File: config.mk
export PLATFORM = sky130hd
export DESIGN_NAME = irqc_prog_if
export DESIGN_NICKNAME = d
export VERILOG_FILES = /design/src/rtl/irqc_pkg.sv /design/src/rtl/irqc_port0_decode.sv /design/src/rtl/irqc_init_seq.sv /design/src/rtl/irqc_read_mux.sv /design/src/rtl/irqc_prog_if.sv
export SDC_FILE = /design/constraint.sdc
export NUM_CORES = 1
export LEC_CHECK = 0
export ABC_AREA = 1
export BUFFER_PORTS_ARGS = -buffer_cell sky130_fd_sc_hd__buf_2
export CAP_MARGIN = 10
export CELL_PAD_IN_SITES_DETAIL_PLACEMENT = 1
export CELL_PAD_IN_SITES_GLOBAL_PLACEMENT = 2
export CORE_MARGIN = 2
export CORE_UTILIZATION = 27
export DETAILED_ROUTE_END_ITERATION = 8
export PLACE_DENSITY = 0.88
export SYNTH_ARGS = -nofsm -noshare
export SYNTH_HDL_FRONTEND = slang
export SYNTH_HIERARCHICAL = 1
export SYNTH_SLANG_ARGS = --single-unit
File: constraint.sdc
create_clock -name clk -period 1.8 [get_ports clk]
set_input_delay 0.27 -clock clk [delete_from_list [all_inputs] [get_ports clk]]
set_output_delay 0.27 -clock clk [all_outputs]
set_load 0.1 [all_outputs]
File: src/rtl/irqc_pkg.sv
package irqc_pkg;
    localparam int DATA_W    = 8;
    localparam int START_BIT = 4;   // port-0 byte: init-start flag
    localparam int CMD_HI    = 4;   // port-0 byte: command class field
    localparam int CMD_LO    = 3;
    localparam int SINGLE_B  = 1;   // init word: no cascade step
    localparam int MODE_B    = 0;   // init word: mode byte follows
    localparam int SEL_W     = 2;   // read-select field width
    localparam logic [SEL_W-1:0] SEL_RESET = 2'b10;
    localparam logic [SEL_W-1:0] SEL_ISR   = 2'b11;

    typedef enum logic [2:0] {
        ST_ICW1  = 3'd0,
        ST_ICW2  = 3'd1,
        ST_ICW3  = 3'd2,
        ST_ICW4  = 3'd3,
        ST_READY = 3'd4
    } step_t;
endpackage

File: src/rtl/irqc_port0_decode.sv
module irqc_port0_decode
    import irqc_pkg::*;
(
    input  logic       wr_en,
    input  logic       a0,
    input  logic       start_bit,
    input  logic [1:0] cmd_field,
    input  logic       ready,
    output logic       hit_start,
    output logic       hit_cmd,
    output logic       hit_sel,
    output logic       hit_bad
);
    always_comb begin
        hit_start = 1'b0;
        hit_cmd   = 1'b0;
        hit_sel   = 1'b0;
        hit_bad   = 1'b0;
        if (wr_en && !a0) begin
            if (start_bit) begin
                hit_start = 1'b1;
            end else if (!ready) begin
                hit_bad = 1'b1;
            end else begin
                unique case (cmd_field)
                    2'b00:   hit_cmd = 1'b1;
                    2'b01:   hit_sel = 1'b1;
                    default: hit_bad = 1'b1;
                endcase
            end
        end
    end
endmodule

File: src/rtl/irqc_init_seq.sv
module irqc_init_seq
    import irqc_pkg::*;
(
    input  logic  clk,
    input  logic  rst_n,
    input  logic  start,
    input  logic  p1_wr,
    input  logic  single,
    input  logic  need_mode,
    output step_t step,
    output logic  ready,
    output logic  ld_base,
    output logic  ld_casc,
    output logic  ld_mode,
    output logic  ld_mask
);
    step_t step_q, step_d;

    // next step
    always_comb begin
        step_d = step_q;
        if (start) begin
            step_d = ST_ICW2;                       // T_START
        end else if (p1_wr) begin
            unique case (step_q)
                ST_ICW1:  step_d = ST_ICW1;
                ST_ICW2: begin                      // T_BASE
                    if (!single)        step_d = ST_ICW3;
                    else if (need_mode) step_d = ST_ICW4;
                    else                step_d = ST_READY;
                end
                ST_ICW3:  step_d = need_mode ? ST_ICW4 : ST_READY; // T_CASC
                ST_ICW4:  step_d = ST_READY;        // T_MODE
                ST_READY: step_d = ST_READY;
                default:  step_d = ST_ICW1;
            endcase
        end
    end

    // state register
    always_ff @(posedge clk) begin
        if (!rst_n) step_q <= ST_ICW1;
        else        step_q <= step_d;
    end

    // outputs
    always_comb begin
        ld_base = 1'b0;
        ld_casc = 1'b0;
        ld_mode = 1'b0;
        ld_mask = 1'b0;
        ready   = 1'b0;
        unique case (step_q)
            ST_ICW1:  ;
            ST_ICW2:  ld_base = p1_wr;
            ST_ICW3:  ld_casc = p1_wr;
            ST_ICW4:  ld_mode = p1_wr;
            ST_READY: begin
                ready   = 1'b1;
                ld_mask = p1_wr;
            end
            default:  ;
        endcase
    end

    assign step = step_q;
endmodule

File: src/rtl/irqc_read_mux.sv
module irqc_read_mux
    import irqc_pkg::*;
#(
    parameter int DW = DATA_W
) (
    input  logic             clk,
    input  logic             rst_n,
    input  logic             rd_en,
    input  logic             a0,
    input  logic [SEL_W-1:0] sel,
    input  logic [DW-1:0]    req_vec,
    input  logic [DW-1:0]    isr_vec,
    input  logic [DW-1:0]    mask,
    output logic [DW-1:0]    rdata
);
    logic [DW-1:0] pick;

    always_comb begin
        if (a0)                pick = mask;
        else if (sel == SEL_ISR) pick = isr_vec;
        else                   pick = req_vec;
    end

    always_ff @(posedge clk) begin
        if (!rst_n)     rdata <= '0;
        else if (rd_en) rdata <= pick;
    end
endmodule

File: src/rtl/irqc_prog_if.sv
module irqc_prog_if
    import irqc_pkg::*;
#(
    parameter int DW = DATA_W
) (
    input  logic          clk,
    input  logic          rst_n,
    input  logic          wr_en,
    input  logic          rd_en,
    input  logic          a0,
    input  logic [DW-1:0] wdata,
    input  logic [DW-1:0] req_vec,
    input  logic [DW-1:0] isr_vec,
    output logic [DW-1:0] rdata,
    output logic          ready,
    output logic [DW-1:0] init_word,
    output logic [DW-1:0] vec_base,
    output logic [DW-1:0] cascade_word,
    output logic [DW-1:0] mode_word,
    output logic [DW-1:0] mask,
    output logic          cmd_valid,
    output logic [DW-1:0] cmd_byte,
    output logic          bad_cmd
);
    step_t            step_q;
    logic             hit_start, hit_cmd, hit_sel, hit_bad;
    logic             ld_base, ld_casc, ld_mode, ld_mask;
    logic             p1_wr;
    logic [SEL_W-1:0] sel_q;

    assign p1_wr = wr_en && a0;

    irqc_port0_decode u_dec (
        .wr_en     (wr_en),
        .a0        (a0),
        .start_bit (wdata[START_BIT]),
        .cmd_field (wdata[CMD_HI:CMD_LO]),
        .ready     (ready),
        .hit_start (hit_start),
        .hit_cmd   (hit_cmd),
        .hit_sel   (hit_sel),
        .hit_bad   (hit_bad)
    );

    irqc_init_seq u_seq (
        .clk       (clk),
        .rst_n     (rst_n),
        .start     (hit_start),
        .p1_wr     (p1_wr),
        .single    (init_word[SINGLE_B]),
        .need_mode (init_word[MODE_B]),
        .step      (step_q),
        .ready     (ready),
        .ld_base   (ld_base),
        .ld_casc   (ld_casc),
        .ld_mode   (ld_mode),
        .ld_mask   (ld_mask)
    );

    // configuration registers
    always_ff @(posedge clk) begin
        if (!rst_n) begin
            init_word    <= '0;
            vec_base     <= '0;
            cascade_word <= '0;
            mode_word    <= '0;
            mask         <= '0;
            sel_q        <= SEL_RESET;
        end else begin
            if (hit_start) init_word    <= wdata;
            if (ld_base)   vec_base     <= wdata;
            if (ld_casc)   cascade_word <= wdata;
            if (ld_mode)   mode_word    <= wdata;
            if (ld_mask)   mask         <= wdata;
            if (hit_sel)   sel_q        <= wdata[SEL_W-1:0];
        end
    end

    // command strobes to the priority core
    always_ff @(posedge clk) begin
        if (!rst_n) begin
            cmd_valid <= 1'b0;
            cmd_byte  <= '0;
            bad_cmd   <= 1'b0;
        end else begin
            cmd_valid <= hit_cmd;
            bad_cmd   <= hit_bad;
            if (hit_cmd) cmd_byte <= wdata;
        end
    end

    irqc_read_mux #(.DW(DW)) u_rd (
        .clk     (clk),
        .rst_n   (rst_n),
        .rd_en   (rd_en),
        .a0      (a0),
        .sel     (sel_q),
        .req_vec (req_vec),
        .isr_vec (isr_vec),
        .mask    (mask),
        .rdata   (rdata)
    );
endmodule

Yosys cells after proc, flatten, opt, wreduce, memory -nomap -nowiden
Index checks and enable logic that the tools add are counted.
{"block": "word_totals", "ff_bits": 63, "in_bits": 29, "word_cells": 53}
{"block": "classes", "n_mux": 24, "bitwise": 2, "n_eq_ne": 6, "n_reduce_logical": 9}
{"op": "two-way mux 1 bit", "count": 19}
{"op": "two-way mux 8 bit", "count": 2}
{"op": "one-hot mux 3 bit (3 select lines)", "count": 1}
{"op": "== test 3 x 2 -> 1 bit (second input constant)", "count": 2}
{"op": "two-way mux 3 bit", "count": 2}
{"op": "OR reduction 2 bit", "count": 3}
{"op": "== test 3 x 1 -> 1 bit (second input constant)", "count": 1}
{"op": "== test 3 bit (second input constant)", "count": 1}
{"op": "OR reduction 3 bit", "count": 1}
{"op": "== test 2 x 1 -> 1 bit (second input constant)", "count": 1}
{"op": "== test 2 bit (second input constant)", "count": 1}
{"op": "logical AND 1 bit", "count": 2}
{"op": "zero test 2 bit", "count": 1}
{"op": "inverter 1 bit", "count": 2}
{"op": "nonzero test 2 bit", "count": 1}
{"op": "zero test 1 bit", "count": 1}

Longest topological paths before layout
{"block": "depth", "ltp_word": 5, "depth_mapped": 12}

Modules after synthesis
Netlist, hierarchy kept.
{"mod": "irqc_prog_if", "instances": 1, "cells_each": 284, "area_each_um2": 2044.5}
{"mod": "irqc_read_mux", "instances": 1, "cells_each": 78, "area_each_um2": 500.5}
{"mod": "irqc_init_seq", "instances": 1, "cells_each": 44, "area_each_um2": 287.8}
{"mod": "irqc_port0_decode", "instances": 1, "cells_each": 14, "area_each_um2": 58.8}

Least setup slack after synthesis
Ideal clock, no wire load.
{"block": "synth_timing", "path_kind": "register to register", "startpoint": "reg u_seq.step_q[2] (netlist: u_seq/step[2])", "endpoint": "reg cmd_byte[6]", "t_arrival_ps": 3473, "required_ps": 1682, "n_path_buf": 3, "stages_incl_launch_ff": 13, "path_slack_ps": -1791, "path_cell_list": "dfxtp_1 -> buf_4 -> inv_1 -> nor3_1 -> inv_1 -> nor2_1 -> nand2_1 -> nor2_1 -> buf_6 -> buf_6 -> nand2_1 -> nand2_1 -> nor2_1"}
{"block": "synth_between", "elab_chain_len": 5}
{"element": "start, declared", "line": "irqc_init_seq.sv:17", "source": "step_t step_q, step_d;"}
{"element": "start signal, assigned", "line": "irqc_init_seq.sv:43", "source": "else step_q <= step_d;"}
{"element": "== test 3 bit", "line": "irqc_init_seq.sv:53", "source": "unique case (step_q)"}
{"element": "two-way mux 1 bit", "line": "irqc_init_seq.sv:53"}
{"element": "net ready", "line": "irqc_prog_if.sv:15", "source": "output logic ready,"}
{"element": "two-way mux 1 bit", "line": "irqc_port0_decode.sv:22", "source": "end else if (!ready) begin"}
{"element": "two-way mux 1 bit", "line": "irqc_port0_decode.sv:20", "source": "if (start_bit) begin"}
{"element": "two-way mux 1 bit", "line": "irqc_port0_decode.sv:19", "source": "if (wr_en && !a0) begin"}
{"element": "net hit_cmd", "line": "irqc_prog_if.sv:26", "source": "logic hit_start, hit_cmd, hit_sel, hit_bad;"}
{"element": "end signal, assigned", "line": "irqc_prog_if.sv:88", "source": "if (hit_cmd) cmd_byte <= wdata;"}
{"element": "end, declared", "line": "irqc_prog_if.sv:22", "source": "output logic [DW-1:0] cmd_byte,"}
The timed path passes the listed nets, and every way through them passes these cells.
A chain may end at the register's enable or synchronous reset.

Worst setup path in the final report
{"block": "layout_timing", "startpoint": "reg u_seq.step_q[1] (netlist: u_seq/step[1])", "endpoint": "out ready"}
{"block": "layout_between", "elab_chain_len": 2}
{"element": "== test 3 bit", "line": "irqc_init_seq.sv:53"}
{"element": "two-way mux 1 bit", "line": "irqc_init_seq.sv:53"}
{"element": "end, declared", "line": "irqc_prog_if.sv:15"}
No other way between the ends.

==> out/summary.txt <==
grt total ovfl - 0
worst hold slack - 173 ps
crit path launch type - flip-flop
max frequency - 640 MHz
antenna violations before repair - 0
Die Wd - 107 microns
Worst-Margin Slew - 510 ps
Non-Filler Instances - 646
PwrDens - 878 nW/um^2
n_diodes - 0
gpl congestion - 0.813
row count - 37
overall die height - 107 microns
crit path time final - 1560 ps
Synth area leader - dfxtp_1
Reg area - 1260 sq um
core area - 10400 sq um
WL final - 8360 microns
H-tree depth - 3
post-synth cell types - 24
count of final setup violators - 0
Synth Instances - 420
Placed Cells - 630
VDD IR max - 0.000317 V
fin crit share - 0.868
Layout fillers - 1377
multi-input logic area - 1250 sq um
DRT Pass-1 Iters - 4
vias in the first global route - 2741
flop and latch count out of synthesis - 63
required time worst endpoint - 1530 ps
DP HPWL - 6190 microns
hold buffers post-CTS - 0
hold depth - 3
Root Buffer - clkbuf_8
post-synthesis cell area - 2890 sq um
largest net degree at the start of global routing - 30
Synth-to-Final Area Change - 24.1%
endpoint class of the critical path - primary output
critical path arrival - 1290 ps
detailed-route vias per instance - 4.34
initial drt markers - 111
WL per Instance - 12.9 microns
top cells by area, synth - dfxtp_1 44%, nand2_1 16%, nor2_1 14%
latest clock arrival within the worst-skew pair - 330 ps
# DRC - 0
Worst Reg-to-Reg Cells - 9
pre-CTS setup slack - 216 ps
max_cap viols - 0
post-CTS setup buffer count - 0
Final Skew - 7.43 ps
Avg Cell Area, Syn - 6.88 sq um
PnR Total Power - 3.15 mW
clock buffer count from CTS - 9
endpoints failing hold - 0
crit-path max FO - 9
Worst-path clk slew - 70 ps
Pins Over Slew Limit - 0
CTS tree - yes
worst min path class - input pin to flip-flop
first-pass GRT wire length - 13500 microns
final setup margin - 238 ps
critical path class - flip-flop to primary output
Die ar. - 11600 sq um
antenna-violating nets left - 0
ratio of cells with drive above 1 in the final layout - 0.245
Worst slew margin - 0.662
NumNets Final - 534
via count - 2804
LEAKAGE - 1.79 nW
GRT Total Usage - 0.148
Buffers on Ports - 87
post-CTS resize count - 0
Initial Utilization - 0.279
sequential element share of the synthesized area - 0.436
Synth warnings - 6
buffer depth of the longest clock path - 2
Syn Nets - 449
Top Ports - 88
number of sinks on the clock net - 63
status - complete, no violations
post-synth top area share - 0.436
RSZ-0062 raised after global routing - false
-- layer usage --
metal	GRT usage	vias up	routed length [microns]
met1	0.181	1301	3770
met2	0.259	55	4080
li1	-	1441	-
met4	0.0522	0	99
met3	0.0285	7	415
met5	0	-	0
-- stage by stage --
step | TNS [ps] | utilization | instance area [sq um]
finish | 0 | 0.346 | 3590
global route | 0 | 0.346 | 3590
CTS | 0 | 0.346 | 3590
detailed placement | 0 | 0.326 | 3380
global placement | 0 | 0.326 | 3380
floorplan | -3110 | - | 2910
-- layout make-up --
class,instances,share of cell area
Clock buffer,12,0.0377
Clock inverter,4,0.0195
Inverter,40,0.0429
Multi-Input combinational cell,293,0.349
Sequential cell,63,0.352
Tap cell,136,0.0474
Timing Repair Buffer,98,0.152
-- final timing paths --
path | start | endpoint | slack (ps)
worst max-delay path | u_seq/step[1]$_SDFFE_PP0P_ | ready | 240
worst min-delay path | wdata[1] | sel_q[1]$_SDFFE_PN1P_ | 170
worst max register to register | u_seq/step[1]$_SDFFE_PP0P_ | cmd_byte[2]$_SDFFE_PN0P_ | 280
worst min register to register | mode_word[6]$_SDFFE_PN0P_ | mode_word[6]$_SDFFE_PN0P_ | 470
-- cell usage after synthesis (all sizes together) --
cell,instances
nand2,126
nor2,107
dfxtp,63
inv,39
buf,24
nand3,22
a21oi,18
o21ai,9
nor4,3
nand3b,2
nor3,2
a21boi,1
clkinv,1
o211ai,1
o21bai,1
or2,1
-- layout by cell type (no fill, tap or decap), types with 2 or more instances in the layout --
cell type | Yosys | routed
nand2_1 | 125 | 125
inv_2 | 1 | 2
buf_12 | 0 | 2
nand3b_1 | 2 | 2
bufinv_16 | 0 | 2
clkbuf_8 | 0 | 9
buf_2 | 0 | 86
nor2_1 | 105 | 105
clkbuf_1 | 0 | 3
nor4_2 | 0 | 3
o21ai_0 | 8 | 8
nand3_1 | 22 | 22
a21oi_2 | 2 | 2
clkinv_2 | 1 | 3
buf_4 | 4 | 10
a21oi_1 | 16 | 16
dfxtp_1 | 63 | 63
inv_1 | 37 | 36
-- worst max-delay path: stages, from the launching register on --
cell and delay [ps]:
dfxtp_1 570, nor3_4 80, buf_4 160, buf_12 160
-- kinds of logic after synthesis --
family                 Yosys count  share of synthesized area
and+or+nand+nor                263                      0.364
buffers and inverters           64                      0.141
DFF                             63                      0.436
AOI/OAI and AO/OA               30                     0.0584
-- where the power goes --
group / switching (mW) / leakage, nW / internal [mW]
logic: 0.312 / 1.18 / 0.0885
registers: 0.0151 / 0.510 / 1.42
clock network: 0.538 / 0.104 / 0.778
total: 0.865 / 1.79 / 2.28
-- registers in the layout, indices dropped and copies added (netlist names) --
| register | cells |
|---|---|
| cascade_word | 8 |
| cmd_byte | 8 |
| init_word | 8 |
| mask | 8 |
| mode_word | 8 |
| u_rd/rdata | 8 |
| vec_base | 8 |
| u_seq/step | 3 |
| sel_q | 2 |
| bad_cmd | 1 |
| cmd_valid | 1 |
No activity file was read; power rests on OpenSTA's default activity.
